<file path="config.mk">
export PLATFORM = sky130hd
export DESIGN_NAME = uart_boot_loader
export DESIGN_NICKNAME = d
export VERILOG_FILES = /design/src/rtl/ubl_pkg.sv /design/src/rtl/ubl_sig_match.sv /design/src/rtl/ubl_timeout.sv /design/src/rtl/ubl_load_ctr.sv /design/src/rtl/ubl_blink.sv /design/src/rtl/uart_boot_loader.sv
export SDC_FILE = /design/constraint.sdc
export NUM_CORES = 1
export LEC_CHECK = 0
export ABC_AREA = 1
export BUFFER_PORTS_ARGS = -buffer_cell sky130_fd_sc_hd__buf_2
export CORE_ASPECT_RATIO = 0.5
export CORE_MARGIN = 4
export CORE_UTILIZATION = 53
export CTS_CLUSTER_DIAMETER = 100
export CTS_CLUSTER_SIZE = 24
export DETAILED_ROUTE_END_ITERATION = 6
export MAX_ROUTING_LAYER = met4
export PLACE_DENSITY_LB_ADDON = 0.08
export SLEW_MARGIN = 20
export SYNTH_ARGS = -nofsm -noshare
export SYNTH_HDL_FRONTEND = slang
export SYNTH_SLANG_ARGS = --single-unit
</file>
<file path="constraint.sdc">
create_clock -name clk -period 1.4 [get_ports clk]
set_input_delay 0.14 -clock clk [delete_from_list [all_inputs] [get_ports clk]]
set_output_delay 0.14 -clock clk [all_outputs]
set_load 0.01 [all_outputs]
</file>
<file path="src/rtl/ubl_pkg.sv">
// Package ubl_pkg
// Shared state encoding and character constants for the serial boot loader.
// Assumes 8-bit characters on both byte streams.
package ubl_pkg;

    typedef enum logic [2:0] {
        ST_PROMPT = 3'd0,
        ST_SIG    = 3'd1,
        ST_LOAD   = 3'd2,
        ST_ACK    = 3'd3,
        ST_GO     = 3'd4,
        ST_DONE   = 3'd5,
        ST_FAIL   = 3'd6
    } ubl_state_t;

    localparam logic [7:0]  CHAR_PROMPT = 8'h3E;
    localparam logic [7:0]  CHAR_ACK    = 8'h3C;
    localparam logic [31:0] SIG_MAGIC   = 32'h4352_5553;

endpackage

</file>
<file path="src/rtl/ubl_sig_match.sv">
// Module ubl_sig_match
// Collects signature bytes and compares them with MAGIC, in forward or
// byte-reversed order. The comparison includes the byte on byte_in, so the
// verdict is ready in the same cycle that the last byte is accepted.
// Assumes clear is held whenever the signature phase is not active.
module ubl_sig_match #(
    parameter int BYTE_W  = 8,
    parameter int SIG_LEN = 4,
    parameter logic [BYTE_W*SIG_LEN-1:0] MAGIC = '0,
    localparam int SW = BYTE_W * SIG_LEN,
    localparam int CW = $clog2(SIG_LEN)
) (
    input  logic              clk,
    input  logic              rst_n,
    input  logic              clear,
    input  logic              shift_en,
    input  logic [BYTE_W-1:0] byte_in,
    output logic              last_slot,
    output logic              match_now
);

    logic [SW-BYTE_W-1:0] hist;
    logic [CW-1:0]        slot;
    logic [SW-1:0]        candidate;
    logic [SW-1:0]        magic_rev;

    // Build the byte-reversed form of the magic word.
    for (genvar i = 0; i < SIG_LEN; i++) begin : g_rev
        assign magic_rev[i*BYTE_W +: BYTE_W] = MAGIC[(SIG_LEN-1-i)*BYTE_W +: BYTE_W];
    end

    // Earlier bytes in the upper part, incoming byte in the lowest slot.
    assign candidate = {hist, byte_in};

    // Keep the earlier signature bytes and count the slots used.
    always_ff @(posedge clk) begin
        if (!rst_n || clear) begin
            hist <= '0;
            slot <= '0;
        end else if (shift_en) begin
            hist <= candidate[SW-BYTE_W-1:0];
            slot <= slot + 1'b1;
        end
    end

    // Flag the final slot and check both accepted orders.
    always_comb begin
        last_slot = (slot == CW'(SIG_LEN - 1));
        match_now = (candidate == MAGIC) || (candidate == magic_rev);
    end

endmodule

</file>
<file path="src/rtl/ubl_timeout.sv">
// Module ubl_timeout
// Counts idle cycles while run is high and reports expiry on the LIMIT-th
// idle cycle. A restart in that same cycle takes priority over expiry.
// Assumes LIMIT >= 2.
module ubl_timeout #(
    parameter int LIMIT = 1000,
    localparam int CW = $clog2(LIMIT)
) (
    input  logic clk,
    input  logic rst_n,
    input  logic run,
    input  logic restart,
    output logic expired
);

    localparam logic [CW-1:0] TERM = CW'(LIMIT - 1);

    logic [CW-1:0] idle_cnt;

    // Count idle cycles, clearing on restart or when not running.
    always_ff @(posedge clk) begin
        if (!rst_n || !run || restart) begin
            idle_cnt <= '0;
        end else if (idle_cnt != TERM) begin
            idle_cnt <= idle_cnt + 1'b1;
        end
    end

    // Expiry fires on the terminal count unless a byte arrives.
    always_comb begin
        expired = run && !restart && (idle_cnt == TERM);
    end

endmodule

</file>
<file path="src/rtl/ubl_load_ctr.sv">
// Module ubl_load_ctr
// Produces the buffer write address and flags the last slot of the image.
// Assumes clear is held outside the payload phase.
module ubl_load_ctr #(
    parameter int DEPTH = 2048,
    localparam int AW = $clog2(DEPTH)
) (
    input  logic          clk,
    input  logic          rst_n,
    input  logic          clear,
    input  logic          step,
    output logic [AW-1:0] addr,
    output logic          last
);

    // Advance the address once per stored byte.
    always_ff @(posedge clk) begin
        if (!rst_n || clear) begin
            addr <= '0;
        end else if (step) begin
            addr <= addr + 1'b1;
        end
    end

    // Mark the final address of the image.
    always_comb begin
        last = (addr == AW'(DEPTH - 1));
    end

endmodule

</file>
<file path="src/rtl/ubl_blink.sv">
// Module ubl_blink
// Free-running divider that toggles led every DIV cycles while run is high.
// While run is low the divider and the LED are held at zero.
// Assumes DIV >= 2.
module ubl_blink #(
    parameter int DIV = 1000,
    localparam int CW = $clog2(DIV)
) (
    input  logic clk,
    input  logic rst_n,
    input  logic run,
    output logic led
);

    localparam logic [CW-1:0] TERM = CW'(DIV - 1);

    logic [CW-1:0] div_cnt;

    // Divide the clock and toggle the LED on the terminal count.
    always_ff @(posedge clk) begin
        if (!rst_n || !run) begin
            div_cnt <= '0;
            led     <= 1'b0;
        end else if (div_cnt == TERM) begin
            div_cnt <= '0;
            led     <= ~led;
        end else begin
            div_cnt <= div_cnt + 1'b1;
        end
    end

endmodule

</file>
<file path="src/rtl/uart_boot_loader.sv">
// Module uart_boot_loader
// Serial boot handshake sequencer. It sends a prompt, checks a four-byte
// signature, stores a fixed-size image through a write port, sends an
// acknowledge and pulses boot_go. A timeout or a bad signature locks it into
// a blinking failure state until reset.
// Assumes single-clock valid/ready byte streams and a buffer that accepts
// one write per cycle.
module uart_boot_loader #(
    parameter int IMG_BYTES   = 2048,
    parameter int TIMEOUT_CYC = 1_000_000,
    parameter int BLINK_DIV   = 12_500_000,
    localparam int ADDR_W = $clog2(IMG_BYTES)
) (
    input  logic              clk,
    input  logic              rst_n,
    input  logic              rx_valid,
    input  logic [7:0]        rx_data,
    output logic              rx_ready,
    output logic              tx_valid,
    output logic [7:0]        tx_data,
    input  logic              tx_ready,
    output logic              wr_en,
    output logic [ADDR_W-1:0] wr_addr,
    output logic [7:0]        wr_data,
    output logic              boot_go,
    output logic              led_red,
    output logic              led_green
);

    import ubl_pkg::*;

    ubl_state_t state, state_nx;

    logic rx_fire;
    logic tx_fire;
    logic in_sig;
    logic in_load;
    logic in_fail;
    logic sig_last;
    logic sig_ok;
    logic tmo_hit;
    logic load_last;
    logic blink_led;

    // Decode the phase and the handshakes on both byte streams.
    always_comb begin
        in_sig   = (state == ST_SIG);
        in_load  = (state == ST_LOAD);
        in_fail  = (state == ST_FAIL);
        rx_ready = in_sig || in_load;
        tx_valid = (state == ST_PROMPT) || (state == ST_ACK);
        tx_data  = (state == ST_ACK) ? CHAR_ACK : CHAR_PROMPT;
        rx_fire  = rx_valid && rx_ready;
        tx_fire  = tx_valid && tx_ready;
    end

    ubl_sig_match #(
        .BYTE_W  (8),
        .SIG_LEN (4),
        .MAGIC   (SIG_MAGIC)
    ) u_sig (
        .clk       (clk),
        .rst_n     (rst_n),
        .clear     (!in_sig),
        .shift_en  (rx_fire && in_sig),
        .byte_in   (rx_data),
        .last_slot (sig_last),
        .match_now (sig_ok)
    );

    ubl_timeout #(
        .LIMIT (TIMEOUT_CYC)
    ) u_tmo (
        .clk     (clk),
        .rst_n   (rst_n),
        .run     (in_sig),
        .restart (rx_fire),
        .expired (tmo_hit)
    );

    ubl_load_ctr #(
        .DEPTH (IMG_BYTES)
    ) u_ctr (
        .clk   (clk),
        .rst_n (rst_n),
        .clear (!in_load),
        .step  (rx_fire && in_load),
        .addr  (wr_addr),
        .last  (load_last)
    );

    ubl_blink #(
        .DIV (BLINK_DIV)
    ) u_blink (
        .clk   (clk),
        .rst_n (rst_n),
        .run   (in_fail),
        .led   (blink_led)
    );

    // Choose the next phase of the handshake.
    always_comb begin
        state_nx = state;
        unique case (state)
            ST_PROMPT: if (tx_fire) state_nx = ST_SIG;
            ST_SIG: begin
                if (rx_fire && sig_last) state_nx = sig_ok ? ST_LOAD : ST_FAIL;
                else if (tmo_hit)        state_nx = ST_FAIL;
            end
            ST_LOAD:   if (rx_fire && load_last) state_nx = ST_ACK;
            ST_ACK:    if (tx_fire) state_nx = ST_GO;
            ST_GO:     state_nx = ST_DONE;
            ST_DONE:   state_nx = ST_DONE;
            ST_FAIL:   state_nx = ST_FAIL;
            default:   state_nx = ST_FAIL;
        endcase
    end

    // Hold the current phase.
    always_ff @(posedge clk) begin
        if (!rst_n) state <= ST_PROMPT;
        else        state <= state_nx;
    end

    // Drive the write port, the jump pulse and the LEDs.
    always_comb begin
        wr_en     = in_load && rx_valid;
        wr_data   = rx_data;
        boot_go   = (state == ST_GO);
        led_red   = !((state == ST_GO) || (state == ST_DONE));
        led_green = ((state == ST_GO) || (state == ST_DONE)) ? 1'b1 : blink_led;
    end

endmodule

</file>
Word level (Yosys, flattened, before mapping)

Index checks and enable logic that the tools add are counted.

Add/subtract/negate cells: 4
Equal/unequal tests: 17
Muxes and demuxes: 9
Bitwise logic cells: 1
Reductions and logical operators: 27

Operators by type and width:

| kind                                                   | number |
|---|---|
| == test 32 x 31 -> 1 bit (second input constant)       | 2 |
| adder 24 x 1 -> 24 bit (second input constant)         | 1 |
| == test 24 bit (second input constant)                 | 1 |
| adder 20 x 1 -> 20 bit (second input constant)         | 1 |
| == test 20 bit (second input constant)                 | 1 |
| inequality test 20 bit (second input constant)         | 1 |
| 2-to-1 mux 3 bit                                       | 6 |
| case mux 3 bit (5 select lines)                        | 1 |
| adder 11 x 1 -> 11 bit (second input constant)         | 1 |
| == test 11 bit (second input constant)                 | 1 |
| == test 3 bit (second input constant)                  | 3 |
| logical AND 1 bit                                      | 9 |
| logical OR 1 bit                                       | 8 |
| == test 3 x 2 -> 1 bit (second input constant)         | 2 |
| logical NOT 1 bit                                      | 6 |
| inequality test 2 bit (second input constant)          | 2 |
| AND reduction 4 bit                                    | 1 |
| OR reduction 2 bit                                     | 2 |
| == test 3 x 1 -> 1 bit (second input constant)         | 1 |
| logical NOT 3 bit                                      | 1 |
| inequality test 3 x 1 -> 1 bit (second input constant) | 1 |
| adder 2 x 1 -> 2 bit (second input constant)           | 1 |
| == test 2 bit (second input constant)                  | 1 |
| 2-to-1 mux 2 bit                                       | 1 |
| 3 further kinds                                        | 3 |

Register bits: 85
Logic and storage cells: 65

Longest topological paths before layout

Depth in word-level cells: 9
Gate-level depth with buffers: 10

Cells and area by module

Synthesis repeated with hierarchy kept, for this count alone.

Cells, all modules: 658
Area, all modules: 4659.5 µm²

By module, submodules not included:

| module           | times used | cells each | area an instance (µm²) |
|---|---|---|---|
| ubl_blink        | 1          | 192        | 1372.6 |
| ubl_sig_match    | 1          | 152        | 1197.4 |
| ubl_timeout      | 1          | 163        | 1128.6 |
| ubl_load_ctr     | 1          | 76         | 538.0 |
| uart_boot_loader | 1          | 75         | 422.9 |

Worst setup path after synthesis

No wires, ideal clock.

Kind: reg-to-reg
Start point: reg u_blink.div_cnt[0]
End point: reg u_blink.div_cnt[16]
Library setup time: 0.114 ns
Arrival: 1.407 ns
Data required time: 1.286 ns
Setup slack: -0.121 ns
Stages on the path, launching flop included: 10
Period minus slack after synthesis: 1.521 ns
Cells stage by stage: dfxtp_1 > ha_1 > nand2_1 > inv_1 > nand2_1 > nor3_1 > nand4_1 > nand2_2 > buf_4 > nor2_1

Longest elaborated chain between the ends: 2

RTL lines:

| item                                                                           | line            | text |
|---|---|---|
| start, declared                                                                | ubl_blink.sv:17 | `logic [CW-1:0] div_cnt;` |
| start signal, assigned                                                         | ubl_blink.sv:28 | `div_cnt <= div_cnt + 1'b1;` |
| parallel branches: the longest is 2 deep, another holds adder 24 x 1 -> 24 bit | --              |  |

Parallel ways; which one is timed is not known.
A chain may end at the register's enable or synchronous reset.

Final worst setup path

Start point: reg u_tmo.idle_cnt[6]
End point: reg state[1]

Longest elaborated chain between the ends: 4

RTL lines:

| item                                            | line                    | text |
|---|---|---|
| start, declared                                 | ubl_timeout.sv:18       | `logic [CW-1:0] idle_cnt;` |
| start signal, assigned                          | ubl_timeout.sv:25       | `idle_cnt <= idle_cnt + 1'b1;` |
| == test 20 bit                                  | ubl_timeout.sv:31       | `expired = run && !restart && (idle_cnt == TERM);` |
| logical AND 1 bit                               | ubl_timeout.sv:31       |  |
| inequality test 3 x 1 -> 1 bit (no source line) | --                      |  |
| AND reduction 4 bit (no source line)            | --                      |  |
| end signal, assigned                            | uart_boot_loader.sv:122 | `else state <= state_nx;` |
| end, declared                                   | uart_boot_loader.sv:32  | `ubl_state_t state, state_nx;` |

No other way between the ends.

==> results.md <==
* Core area at 8087 um^2
* Router iterations before antenna repair at 5
* Initial drt markers at 190
* Run status: complete, but fails checks
* RSZ-0062 raised after global routing: true
* Row Count at 23
* Vias per std cell at 5.066
* Post-route minimum period at 1526 ps
* Die area at 10030 um^2
* Root Driver: clkbuf_16
* IO Pins at 45
* Share of layout cells above drive strength 1 at 34.05%
* Sequential area share after synthesis at 38.19%
* CTS tree: yes
* Yosys warnings at 0
* Power Total at 6.544 mW
* H-tree depth at 3
* Sequential power share at 40.3%
* Synth Register Bits at 85
* Async SR Flop Fraction at 0%
* WS Path Type: reg2reg
* Post-Syn Area at 4456 um^2
* Hold-fix buffers, CTS at 0
* Worst Setup Start Kind: flop
* Endpoints failing hold at 0
* Sw power at 2.056 mW
* Clock Skews at 6.606 ps
* CP top delay family: simple AND/OR/NAND/NOR gates
* Worst reg2reg startpoint: u_tmo.idle_cnt[6]
* Fill cell count at 643
* Area occupied by multi-input gates at 2597 um^2
* MaxCap Viol Count at 0
* Largest net degree at the start of global routing at 32
* Clock Power Share at 33.9%
* Initial antenna violation count at 0
* Failing checks: negative setup slack
* PnR worst setup slack at -126.1 ps
* Effective utilization at floorplan at 55.10%
* Tcrit/Tclk final at 109.0%
* VDD IR max at 802.8 uV
* Worst min-delay path startpoint: rx_data[3]
* Gpl congestion at 0.8818
* Syn_area_per_cell at 7.028 um^2
* Clk sinks at 85
* Post-Synthesis Cells at 634
* DP Area at 5185 um^2
* Most used DFF post-synth: dfxtp_1
* Worst Path Buf+Inv at 2
* Post-DRT Antenna Nets at 0
* Worst-path clk slew at 60 ps
* TritonCTS Buffers at 9
* EDFF count, synth at 0
* Combinational power share at 25.8%
* Vias in the first global route at 3894
* Most frequent CP cell: nand2_1
* Pwr Density at 1096 nW/um^2
* Kind of end point of the critical path: flop
* Sw Ratio at 31.43%
* Commonest non-fill, non-tap cell in the layout: nand2_1
* GR Overflow Total at 0
* Die height at 72.84 um
* WP data required at 1670 ps
* Latest clock arrival within the worst-skew pair at 340 ps
* CTS max path bufs at 2
* Layout Nets at 761
* Routed wire length at 10.98 mm
* DRC Markers at 0
* Most frequent cells in the layout: nand2_1, inv_1, nor2_1, dfxtp_1, buf_4
* Area Overhead vs Synth at 34.06%
* ANT cells at 0
* Die width at 137.7 um
* Detailed Place HPWL at 7.243 mm
* Number of distinct library cells after synthesis at 43
* First-pass GRT wire length at 17.44 mm
* Crit path largest cell delay at 320 ps
* CP max stage cell: dfxtp_2
* Origin of the worst setup path: u_tmo.idle_cnt[6]
* Wire per inst at 12.76 um
* Slew Viols, Final at 0
* Count of input and output buffers at 37
* FMAX at 0.6553 GHz
* Int Pwr at 4.487 mW
* Worst Path Max Fanout at 5
* Lkg Pwr at 2.340 nW
* Design Area, Final at 5973 um^2
* Final Util at 73.87%
* Seq. cell area at 1729 um^2
* Cell Chain, Critical Path: buf_4 -> inv_1 -> nand2_1 -> nor2_1 -> nand2_1 -> nor2_4 -> nand3_2 -> nand2_4 -> nand3_1 -> a21oi_1
* Min-delay worst type: in2reg
* WP data arrival at 1800 ps
* GR Util All Layers at 22.45%
* Final setup violating endpoints at 39
* Vias at 4362
[logic make-up after synthesis]
family	Yosys count	synth area share, %
AND/OR/NAND/NOR	307	33.28
buffers and inverters	114	11.71
AO/OA/AOI/OAI	111	13.37
flip-flops	85	38.19
XOR/XNOR	11	2.162
adder cells (fa/ha/maj)	4	1.123
other	2	0.1686
[synthesized netlist by cell type (7+ instances only)]
cell,count,area share (%)
nand2_1,116,9.8
dfxtp_1,85,38
inv_1,84,7.1
nor2_1,79,6.7
a21oi_1,47,5.3
o21ai_0,46,5.2
nand3_1,30,3.4
nor3_1,26,2.9
buf_4,18,3.0
nand4_1,13,1.8
a31oi_1,8,1.1
xor2_1,8,1.6
a21oi_2,7,1.4
[final timing paths]
| path | slack (ps) | to | cells past startpoint |
|---|---|---|---|
| hold reg to reg | 450 | u_sig.hist[19] | 2 |
| setup reg to reg | -130 | state[1] | 10 |
| hold / removal | 30 | u_sig.hist[3] | 3 |
| setup / recovery | -130 | state[1] | 10 |
[sequential cells by signal (all words and copies together) (netlist names)]
register,flops
u_blink.div_cnt,24
u_sig.hist,24
u_tmo.idle_cnt,20
u_ctr.addr,11
state,3
u_sig.slot,2
u_blink.led,1
[repair_timing]
action                                  4_1_cts  5_1_grt
pin swaps                                    17       35
endpoints found under the setup margin       45       78
resized for setup                            31       95
setup buffers                                 9        8
[stage by stage]
stage	setup WS, ps	setup TNS, ps	instances	hold WS, ps
floorplan	-51.94	-51.94	639	260.7
global placement	-83.97	-1299	830	375.8
detailed placement	-109.6	-2265	830	381.6
CTS	-59.88	-1095	854	22.93
global route	-222.6	-7420	861	34.93
finish	-126.1	-1737	861	31.34
[power by group through the flow]
stage	Combinational, mW	Sequential, mW	Clock, mW
after floorplan	0.905	2.68	0
after global placement	1.26	2.67	0
after detailed placement	1.27	2.68	0
after CTS	1.43	2.62	2.28
after global routing	1.84	2.65	2.39
final	1.69	2.64	2.22
[layer usage]
metal | routed length [um] | global-route usage, % | up-vias
li1 | - | - | 2271
met1 | 5093 | 28.26 | 1973
met2 | 5211 | 35.26 | 105
met3 | 560 | 6.198 | 13
met4 | 118 | 7.190 | 0
met5 | 0 | - | -
[worst min-delay path, delay by kind of cell]
kind	cells	cell delay [ps]
simple gates	2	100
buf+inv	1	90
[layout make-up]
| type | count | area share [%] |
|---|---|---|
| tap | 112 | 2.346 |
| inverter | 88 | 5.698 |
| multi-input combinational | 440 | 43.49 |
| sequential | 85 | 28.95 |
| clock buffer | 10 | 4.001 |
| timing repair buffer | 121 | 14.91 |
| clock inverter | 5 | 0.6075 |
Note: power is estimated with default switching activity, not from simulation.
